[src/rtl/dec2bin_pkg.sv]
// Package: shared types for the iterative decimal-to-binary converter.
// Assumes nothing beyond standard enum encoding.
package dec2bin_pkg;

    // Control states of the conversion sequencer
    typedef enum logic [1:0] {
        ST_IDLE   = 2'd0,
        ST_RUN    = 2'd1,
        ST_FINISH = 2'd2
    } d2b_state_e;

    // Smallest number of result bits able to hold NUM_DIGITS decimal digits
    function automatic int res_bits(input int num_digits);
        return (num_digits * 3322) / 1000 + 1;
    endfunction

endpackage

[src/rtl/d2b_operand_prep.sv]
// Module: d2b_operand_prep
// Clamps the digit count, zeroes digits at or above it, pads the operand
// to a whole number of three-digit groups, finds the index of the top
// group, and forms the modulo-3 residue of the decimal operand (the digit
// sum, since ten is congruent to one).
// Assumes every nibble holds a valid BCD digit.
module d2b_operand_prep #(
    parameter int NUM_DIGITS = 34,
    parameter int CNT_W      = 6,
    parameter int PAD_DIGITS = 36,
    parameter int GRP_W      = 4
) (
    input  logic [4*NUM_DIGITS-1:0] bcd_in,
    input  logic [CNT_W-1:0]        digit_cnt,
    output logic [4*PAD_DIGITS-1:0] op_masked,
    output logic [GRP_W-1:0]        last_grp,
    output logic [1:0]              dec_res
);

    int keff;
    int ngrp;
    int dsum;

    // Mask, pad, group count and digit-sum residue
    always_comb begin
        keff = (int'(digit_cnt) > NUM_DIGITS) ? NUM_DIGITS : int'(digit_cnt);
        op_masked = '0;
        dsum = 0;
        for (int i = 0; i < NUM_DIGITS; i++) begin
            if (i < keff) begin
                op_masked[4*i +: 4] = bcd_in[4*i +: 4];
                dsum = dsum + int'(bcd_in[4*i +: 4]);
            end
        end
        ngrp = (keff + 2) / 3;
        if (ngrp == 0) begin
            ngrp = 1;
        end
        last_grp = GRP_W'(ngrp - 1);
        dec_res  = 2'(dsum % 3);
    end

endmodule

[src/rtl/d2b_group_mux.sv]
// Module: d2b_group_mux
// Picks the three BCD digits of the group named by grp from the padded
// operand. Group g covers digits 3g+2 (hundreds) down to 3g (units).
// Assumes grp < NUM_GROUPS; other indices select zero.
module d2b_group_mux #(
    parameter int NUM_GROUPS = 12,
    parameter int GRP_W      = 4
) (
    input  logic [12*NUM_GROUPS-1:0] op,
    input  logic [GRP_W-1:0]         grp,
    output logic [3:0]               d_hi,
    output logic [3:0]               d_mid,
    output logic [3:0]               d_lo
);

    logic [11:0] grp_vec [NUM_GROUPS];
    logic [11:0] sel;

    // Slice the operand into group vectors
    for (genvar g = 0; g < NUM_GROUPS; g++) begin : g_slice
        assign grp_vec[g] = op[12*g +: 12];
    end

    // One-hot style selection of the active group
    always_comb begin
        sel = '0;
        for (int j = 0; j < NUM_GROUPS; j++) begin
            if (GRP_W'(j) == grp) begin
                sel = grp_vec[j];
            end
        end
        {d_hi, d_mid, d_lo} = sel;
    end

endmodule

[src/rtl/d2b_csa_step.sv]
// Module: d2b_csa_step
// One conversion iteration in carry-save form:
//   next = (sum + carry) * 1000 + hi*100 + mid*10 + lo     (mod 2^W)
// with x1000 = x1024 - x32 + x8 on both vectors, x100 = x64 + x32 + x4 and
// x10 = x8 + x2. The two subtracted terms enter as bitwise inverses; their
// +1 corrections ride in bit 0 of the first two carry vectors, which the
// left shift leaves empty. All twelve terms fold into one sum/carry pair
// through a chain of 3:2 counters.
// Assumes the true running value fits in W bits.
module d2b_csa_step #(
    parameter int W = 113
) (
    input  logic [W-1:0] sum_in,
    input  logic [W-1:0] carry_in,
    input  logic [3:0]   d_hi,
    input  logic [3:0]   d_mid,
    input  logic [3:0]   d_lo,
    output logic [W-1:0] sum_out,
    output logic [W-1:0] carry_out
);

    localparam int NT = 12;
    localparam int NS = NT - 2;

    logic [W-1:0] term [NT];
    logic [W-1:0] ps   [NS+1];
    logic [W-1:0] pc   [NS+1];

    // Shifted and inverted addends
    always_comb begin
        term[0]  = sum_in   << 10;
        term[1]  = carry_in << 10;
        term[2]  = ~(sum_in   << 5);
        term[3]  = ~(carry_in << 5);
        term[4]  = sum_in   << 3;
        term[5]  = carry_in << 3;
        term[6]  = W'(d_hi) << 6;
        term[7]  = W'(d_hi) << 5;
        term[8]  = W'(d_hi) << 2;
        term[9]  = W'(d_mid) << 3;
        term[10] = W'(d_mid) << 1;
        term[11] = W'(d_lo);
    end

    assign ps[0] = term[0];
    assign pc[0] = term[1];

    // 3:2 counter chain; the first two stages inject the two's-complement ones
    for (genvar k = 0; k < NS; k++) begin : g_stage
        logic [W-1:0] maj;
        assign ps[k+1] = ps[k] ^ pc[k] ^ term[k+2];
        assign maj     = (ps[k] & pc[k]) | (ps[k] & term[k+2]) | (pc[k] & term[k+2]);
        if (k < 2) begin : g_inj
            assign pc[k+1] = (maj << 1) | W'(1);
        end else begin : g_plain
            assign pc[k+1] = maj << 1;
        end
    end

    assign sum_out   = ps[NS];
    assign carry_out = pc[NS];

endmodule

[src/rtl/d2b_mod3.sv]
// Module: d2b_mod3
// Residue of a binary value modulo 3: even bit positions weigh 1 and odd
// positions weigh 2, because 2^i alternates between 1 and 2 modulo 3.
// Assumes nothing about the value.
module d2b_mod3 #(
    parameter int W = 113
) (
    input  logic [W-1:0] val,
    output logic [1:0]   res
);

    int acc;

    // Weighted bit count folded modulo 3
    always_comb begin
        acc = 0;
        for (int i = 0; i < W; i++) begin
            if (val[i]) begin
                acc = acc + (((i % 2) == 0) ? 1 : 2);
            end
        end
        res = 2'(acc % 3);
    end

endmodule

[src/rtl/dec2bin_iter.sv]
// Module: dec2bin_iter (top)
// Iterative BCD-to-binary converter. It takes three digits per cycle, top
// group first, keeps the running value in carry-save form, and resolves it
// with one carry-propagate addition in a final cycle. It also compares the
// modulo-3 residues of the input and the output.
// Assumes: start is taken only while idle, and the digits are valid BCD.
module dec2bin_iter #(
    parameter int NUM_DIGITS = 34,
    parameter int CNT_W      = $clog2(NUM_DIGITS + 1),
    parameter int RES_W      = dec2bin_pkg::res_bits(NUM_DIGITS)
) (
    input  logic                    clk,
    input  logic                    rst_n,
    input  logic                    start,
    input  logic [4*NUM_DIGITS-1:0] bcd_in,
    input  logic [CNT_W-1:0]        digit_cnt,
    output logic                    busy,
    output logic                    done,
    output logic [RES_W-1:0]        result,
    output logic                    chk_err
);
    import dec2bin_pkg::*;

    localparam int NUM_GROUPS = (NUM_DIGITS + 2) / 3;
    localparam int PAD_DIGITS = 3 * NUM_GROUPS;
    localparam int GRP_W      = (NUM_GROUPS > 1) ? $clog2(NUM_GROUPS) : 1;
    localparam int ACC_W      = RES_W;

    d2b_state_e              state_q;
    logic [4*PAD_DIGITS-1:0] op_q;
    logic [GRP_W-1:0]        grp_q;
    logic [ACC_W-1:0]        sum_q;
    logic [ACC_W-1:0]        carry_q;
    logic [1:0]              dec_res_q;

    logic [4*PAD_DIGITS-1:0] op_masked;
    logic [GRP_W-1:0]        last_grp;
    logic [1:0]              dec_res;
    logic [3:0]              d_hi;
    logic [3:0]              d_mid;
    logic [3:0]              d_lo;
    logic [ACC_W-1:0]        nxt_sum;
    logic [ACC_W-1:0]        nxt_carry;
    logic [ACC_W-1:0]        cpa;
    logic [1:0]              bin_res;

    d2b_operand_prep #(
        .NUM_DIGITS (NUM_DIGITS),
        .CNT_W      (CNT_W),
        .PAD_DIGITS (PAD_DIGITS),
        .GRP_W      (GRP_W)
    ) u_prep (
        .bcd_in    (bcd_in),
        .digit_cnt (digit_cnt),
        .op_masked (op_masked),
        .last_grp  (last_grp),
        .dec_res   (dec_res)
    );

    d2b_group_mux #(
        .NUM_GROUPS (NUM_GROUPS),
        .GRP_W      (GRP_W)
    ) u_mux (
        .op    (op_q),
        .grp   (grp_q),
        .d_hi  (d_hi),
        .d_mid (d_mid),
        .d_lo  (d_lo)
    );

    d2b_csa_step #(
        .W (ACC_W)
    ) u_csa (
        .sum_in    (sum_q),
        .carry_in  (carry_q),
        .d_hi      (d_hi),
        .d_mid     (d_mid),
        .d_lo      (d_lo),
        .sum_out   (nxt_sum),
        .carry_out (nxt_carry)
    );

    // Final carry-propagate addition of the redundant pair
    assign cpa = sum_q + carry_q;

    d2b_mod3 #(
        .W (ACC_W)
    ) u_mod3 (
        .val (cpa),
        .res (bin_res)
    );

    // Busy whenever the sequencer is away from idle
    assign busy = (state_q != ST_IDLE);

    // Sequencer: load, iterate one group per cycle, resolve and publish
    always_ff @(posedge clk) begin
        if (!rst_n) begin
            state_q   <= ST_IDLE;
            op_q      <= '0;
            grp_q     <= '0;
            sum_q     <= '0;
            carry_q   <= '0;
            dec_res_q <= '0;
            result    <= '0;
            chk_err   <= 1'b0;
            done      <= 1'b0;
        end else begin
            done <= 1'b0;
            case (state_q)
                ST_IDLE: begin
                    if (start) begin
                        op_q      <= op_masked;
                        grp_q     <= last_grp;
                        sum_q     <= '0;
                        carry_q   <= '0;
                        dec_res_q <= dec_res;
                        state_q   <= ST_RUN;
                    end
                end
                ST_RUN: begin
                    sum_q   <= nxt_sum;
                    carry_q <= nxt_carry;
                    if (grp_q == '0) begin
                        state_q <= ST_FINISH;
                    end else begin
                        grp_q <= grp_q - 1'b1;
                    end
                end
                ST_FINISH: begin
                    result  <= cpa;
                    chk_err <= (bin_res != dec_res_q);
                    done    <= 1'b1;
                    state_q <= ST_IDLE;
                end
                default: state_q <= ST_IDLE;
            endcase
        end
    end

    // each iteration preserves value*1000 + group in the redundant pair
    a_r1_csa_invariant: assert property (@(posedge clk) disable iff (!rst_n)
        (state_q == ST_RUN) |=> ((sum_q + carry_q) ==
            $past((sum_q + carry_q) * ACC_W'(1000) + ACC_W'(d_hi) * ACC_W'(100)
                  + ACC_W'(d_mid) * ACC_W'(10) + ACC_W'(d_lo))));

    // an accepted start raises busy
    a_r4_start_busy: assert property (@(posedge clk) disable iff (!rst_n)
        (start && !busy) |=> busy);

    // the group index steps down by one per cycle while iterating
    a_r4_group_step: assert property (@(posedge clk) disable iff (!rst_n)
        (state_q == ST_RUN && grp_q != '0) |=> (grp_q == GRP_W'($past(grp_q) - 1'b1)));

    // done is a single-cycle pulse
    a_r5_done_pulse: assert property (@(posedge clk) disable iff (!rst_n)
        done |=> !done);

    // the published result holds while idle
    a_r5_result_hold: assert property (@(posedge clk) disable iff (!rst_n)
        !busy |=> $stable(result));

    // the loaded operand is untouched while busy
    a_r6_operand_hold: assert property (@(posedge clk) disable iff (!rst_n)
        (busy && $past(busy)) |-> $stable(op_q));

    // residues of input and output agree on every completion
    a_r7_residue_ok: assert property (@(posedge clk) disable iff (!rst_n)
        done |-> !chk_err);

endmodule

[config.mk]
export PLATFORM = sky130hd
export DESIGN_NAME = dec2bin_iter
export DESIGN_NICKNAME = d
export VERILOG_FILES = /design/src/rtl/dec2bin_pkg.sv /design/src/rtl/d2b_operand_prep.sv /design/src/rtl/d2b_group_mux.sv /design/src/rtl/d2b_csa_step.sv /design/src/rtl/d2b_mod3.sv /design/src/rtl/dec2bin_iter.sv
export SDC_FILE = /design/constraint.sdc
export NUM_CORES = 2
export LEC_CHECK = 0
export BUFFER_PORTS_ARGS = -buffer_cell sky130_fd_sc_hd__buf_4
export CAP_MARGIN = 5
export CORE_ASPECT_RATIO = 2
export CORE_UTILIZATION = 71
export CTS_CLUSTER_SIZE = 30
export DETAILED_ROUTE_END_ITERATION = 8
export GPL_TIMING_DRIVEN = 0
export PLACE_DENSITY_LB_ADDON = 0.1
export SYNTH_ARGS = -nofsm -noshare
export SYNTH_HDL_FRONTEND = slang
export SYNTH_HIERARCHICAL = 1
export SYNTH_SLANG_ARGS = --single-unit
[constraint.sdc]
create_clock -name clk -period 86.9 [get_ports clk]
set_input_delay 17.38 -clock clk [delete_from_list [all_inputs] [get_ports clk]]
set_output_delay 17.38 -clock clk [all_outputs]
set_load 0.005 [all_outputs]
==> results of run 1 <==
-- routing by layer --
metal / track usage (%) / GRT overflow
met3: 16.0 / 0
met2: 84.8 / 14
met4: 56.4 / 14
met1: 43.4 / 0
met5: 1.44 / 0
-- through the flow --
step	instance area (um^2)	cells	hold slack, ps	util, %	setup slack [ps]
floorplan	97100	12301	432	-	28340
global placement	101000	14295	442	74.7	19810
detailed placement	101000	14303	447	74.8	17450
CTS	103000	14397	456	76.1	17080
-- cells by family after synthesis --
group	Yosys count	synth area share, %
fa+ha+maj	1409	21.7
buf+inv	1627	6.57
compound gates	2762	19.5
other cells	2	0.00773
xor+xnor	1428	16.8
simple gates	4286	21.9
mux	286	3.42
flops	493	10.2
==> flow_summary.toml, run 1 <==
[cts]
h-tree-depth = 2
post_cts_buffers = 0
cts_buffer_depth = 3
ctsResizeCount = 0
cts_hold_buf = 0
cts_made_buffers = 50
clock-sinks = 493
cts_root_buf = "clkbuf_16"

[synthesis]
synth.distinct_cells = 168
yosysWarnings = 6
syn_avg_cell_area_um2 = 7.90
syn_inst = 12293
synth_top_area_share_pct = 11.9
synth_common_cells = "nand2_1 (1357), inv_1 (1184), ha_1 (922)"
synth_most_common_cell = "nand2_1"
synth_edf_count = 0
yosysTopAreaCell = "ha_1"
dominantRegCellSynth = "dfxtp_1"
yosysSeqAreaShare_pct = 10.2
yosys-top-cells-area = "ha_1 (12%), dfxtp_1 (10%), fa_1 (9.6%), xnor2_1 (6.1%), nand2_1 (5.2%)"
syn_area_um2 = 97100
ys_ff_latch = 493
async_flop_share_pct = 0

[place]
io_buffers = 257
hpwl_mm = 274
gp_congestion = 1.09

[grt]
track_usage_pct = 49.9
grt_pass1_wl_mm = 544
gr-total-overflow = 28
grt_max_degree = 17
grt_pass1_vias = 103995

[die]
pin_count = 261
die_y_um = 525
die_w_um = 263
start_util_pct = 71.7
core.rowCount = 191

[outcome]
status = "aborted with a tool error"
tool.error = "[ERROR GRT-0116] Global routing finished with congestion. Check the congestion regions in the DRC Viewer."
haltStage = "global routing"
==> run 2, diff against run 1 <==
CORE_ASPECT_RATIO = unset   (was 2)
CORE_UTILIZATION = 40   (was 71)
CTS_CLUSTER_SIZE = unset   (was 30)
PLACE_DENSITY_LB_ADDON = 0.15   (was 0.1)
==> flow_summary.toml, run 2 <==
[timing]
rsz0062_at_grt = "false"
finClkSkew_ps = 48.3
slew_headroom_pct = 4.13
fin_setup_tns_ps = 0
setup_violations = 0
period_needed_ps = 69250
fmax_mhz = 14.4
hold_viol = 0
slew_violations = 0
tightest_slew_ps = 1440
finalCritPeriodShare_pct = 79.7

[place]
io_buffers = 257
gp_congestion = 0.942
hpwl_mm = 259

[critical_path]
crit_type = "register to register"
reg2reg_to = "chk_err$_SDFFE_PN0P_"
cp-endpoint = "chk_err$_SDFFE_PN0P_"
rr_worst_depth = 309
required_ps = 87480
max_stage_delay_ps = 1130
path_common_cell = "ha_1"
cp-end-kind = "register"
crit_fanout = 10
timing.rr.start = "carry_q[0]$_SDFFE_PN0P_"
critPathSlowestCell = "a2111oi_0"
r2r_setup_slack_ps = 17650
critPathLaunch = "carry_q[0]$_SDFFE_PN0P_"
arrival_ps = 69830
start_kind = "register"

[cts]
clock-sinks = 493
insertion_delay_ps = 700
cts_root_buf = "clkbuf_16"
cts_made_buffers = 66
cts_buffer_depth = 3
path_clk_slew_ps = 70
post_cts_buffers = 0
h-tree-depth = 3
cts_hold_buf = 0
ctsResizeCount = 0
cts_tree = "built"

[synthesis]
synth_common_cells = "nand2_1 (1357), inv_1 (1184), ha_1 (922)"
synthSimpleGateAreaFrac_pct = 21.9
yosysTopAreaCell = "ha_1"
ys_ff_latch = 493
muxShareOfSynthArea_pct = 3.42
synth_compound_area_share_pct = 19.5
syn_avg_cell_area_um2 = 7.90
synth_xor_area_share_pct = 16.8
synth_top_family_by_area = "simple AND/OR/NAND/NOR gates"
yosysSeqAreaShare_pct = 10.2
yosysWarnings = 6
yosys-top-cells-area = "ha_1 (12%), dfxtp_1 (10%), fa_1 (9.6%), xnor2_1 (6.1%), nand2_1 (5.2%)"
synth_top_area_share_pct = 11.9
synth_most_common_cell = "nand2_1"
synth_edf_count = 0
synth.distinct_cells = 168
syn_inst = 12293
dominantRegCellSynth = "dfxtp_1"
syn_area_um2 = 97100
async_flop_share_pct = 0
synthAdderAreaFrac_pct = 21.7

[routing]
drtPass1Iterations = 6
vias = 88607
remaining_drc_errors = 0
routed_wl_mm = 308
viasPerCell = 5.58
ant_nets = 0
avgRoutedWirePerCell_um = 19.4
drt_iter0_markers = 5781

[die]
pin_count = 261
die_w_um = 495
core.rowCount = 180
start_util_pct = 40.3
core-area_um2 = 241000
die_y_um = 495
die_area_um2 = 245000

[outcome]
status = "complete, no violations"

[grt]
grt_util_met1_pct = 32.5
grt_pass1_wl_mm = 487
track_usage_pct = 24.8
grt_max_degree = 13
grt_pass1_vias = 86981
busiest_layer = "met2"
gr-total-overflow = 0
antenna_found_initial = 8
grtUsageMet2_pct = 42.3
use_met3_pct = 2.59

[layout]
max_flop_register = "op_q"
final_layout_size_suffix_gt1_share_pct = 7.91
largest_register_ffs = 144
mostFrequentLayoutCells = "nand2_1 (1357), inv_1 (1184), ha_1 (922)"
layout.nets = 14164
layout_commonest_cell = "nand2_1"
syn_to_final_growth_pct = 8.72

[run]
cap_violations = 0

[hold_path]
hold_path.class = "register to register"
hp-start = "op_q[24]$_SDFFE_PN0P_"
==> run 2: worst max-delay path: cells and delay by family (launching register included) <==
family	cells	cell delay, ps
buffers and inverters	18	1920
DFF	1	370
AOI/OAI and AO/OA	75	17840
xor gates and xnor gates	44	9620
muxes	14	5130
and+or+nand+nor	102	17620
adders and majority gates	56	16610
==> run 2: layer usage <==
layer / vias to the layer above / wire (um)
met2: 2139 / 144000
met3: 380 / 14300
met1: 42335 / 138000
li1: 43749 / -
met5: - / 23
met4: 4 / 11000
==> run 2: final cells by class <==
cell class	instances	area [um^2]
Sequential cell	493	9870
Buffer	432	1890
Antenna cell	4	10.0
Inverter	1195	4490
Fill cell	24189	135000
Tap cell	3185	3990
Timing Repair Buffer	264	2000
Multi-Input combinational cell	10181	80900
Clock buffer	80	1790
Clock inverter	40	618
==> run 2: kinds of logic (layout without fill, tap and decap cells) <==
logic type                 after synthesis  in the layout
AOI/OAI and AO/OA                     2762           2762
xor gates and xnor gates              1428           1428
adders and majority gates             1409           1409
buffers and inverters                 1627           2011
DFF                                    493            493
muxes                                  286            286
other                                    2             14
and+or+nand+nor                       4286           4286
==> run 2: per-stage QoR <==
| stage | worst slack, ps | util [%] | cells | instance area, um^2 | hold slack (ps) |
|---|---|---|---|---|---|
| 2_1_floorplan | 28340 | - | 12301 | 97100 | 432 |
| 3_3_place_gp | 20010 | 42.8 | 15743 | 103000 | 441 |
| 3_5_place_dp | 18720 | 42.8 | 15750 | 103000 | 444 |
| 4_1_cts | 18280 | 43.8 | 15870 | 106000 | 452 |
| 5_1_grt | 12210 | 43.8 | 15870 | 106000 | 468 |
| 6_report | 17650 | 43.8 | 15874 | 106000 | 452 |
==> run 2: worst min-delay path by stage <==
stage | to | depth (start not counted)
6_report | op_q[24]$_SDFFE_PN0P_ | 2
5_1_grt | op_q[77]$_SDFFE_PN0P_ | 2
4_1_cts | op_q[83]$_SDFFE_PN0P_ | 2
3_5_place_dp | op_q[83]$_SDFFE_PN0P_ | 2
3_3_place_gp | op_q[135]$_SDFFE_PN0P_ | 2
2_1_floorplan | op_q[12]$_SDFFE_PN0P_ | 2
Power of run 2 is left out: the tool's default activity adds up to more than one toggle a clock period on the data nets, which glitch-free logic cannot reach.
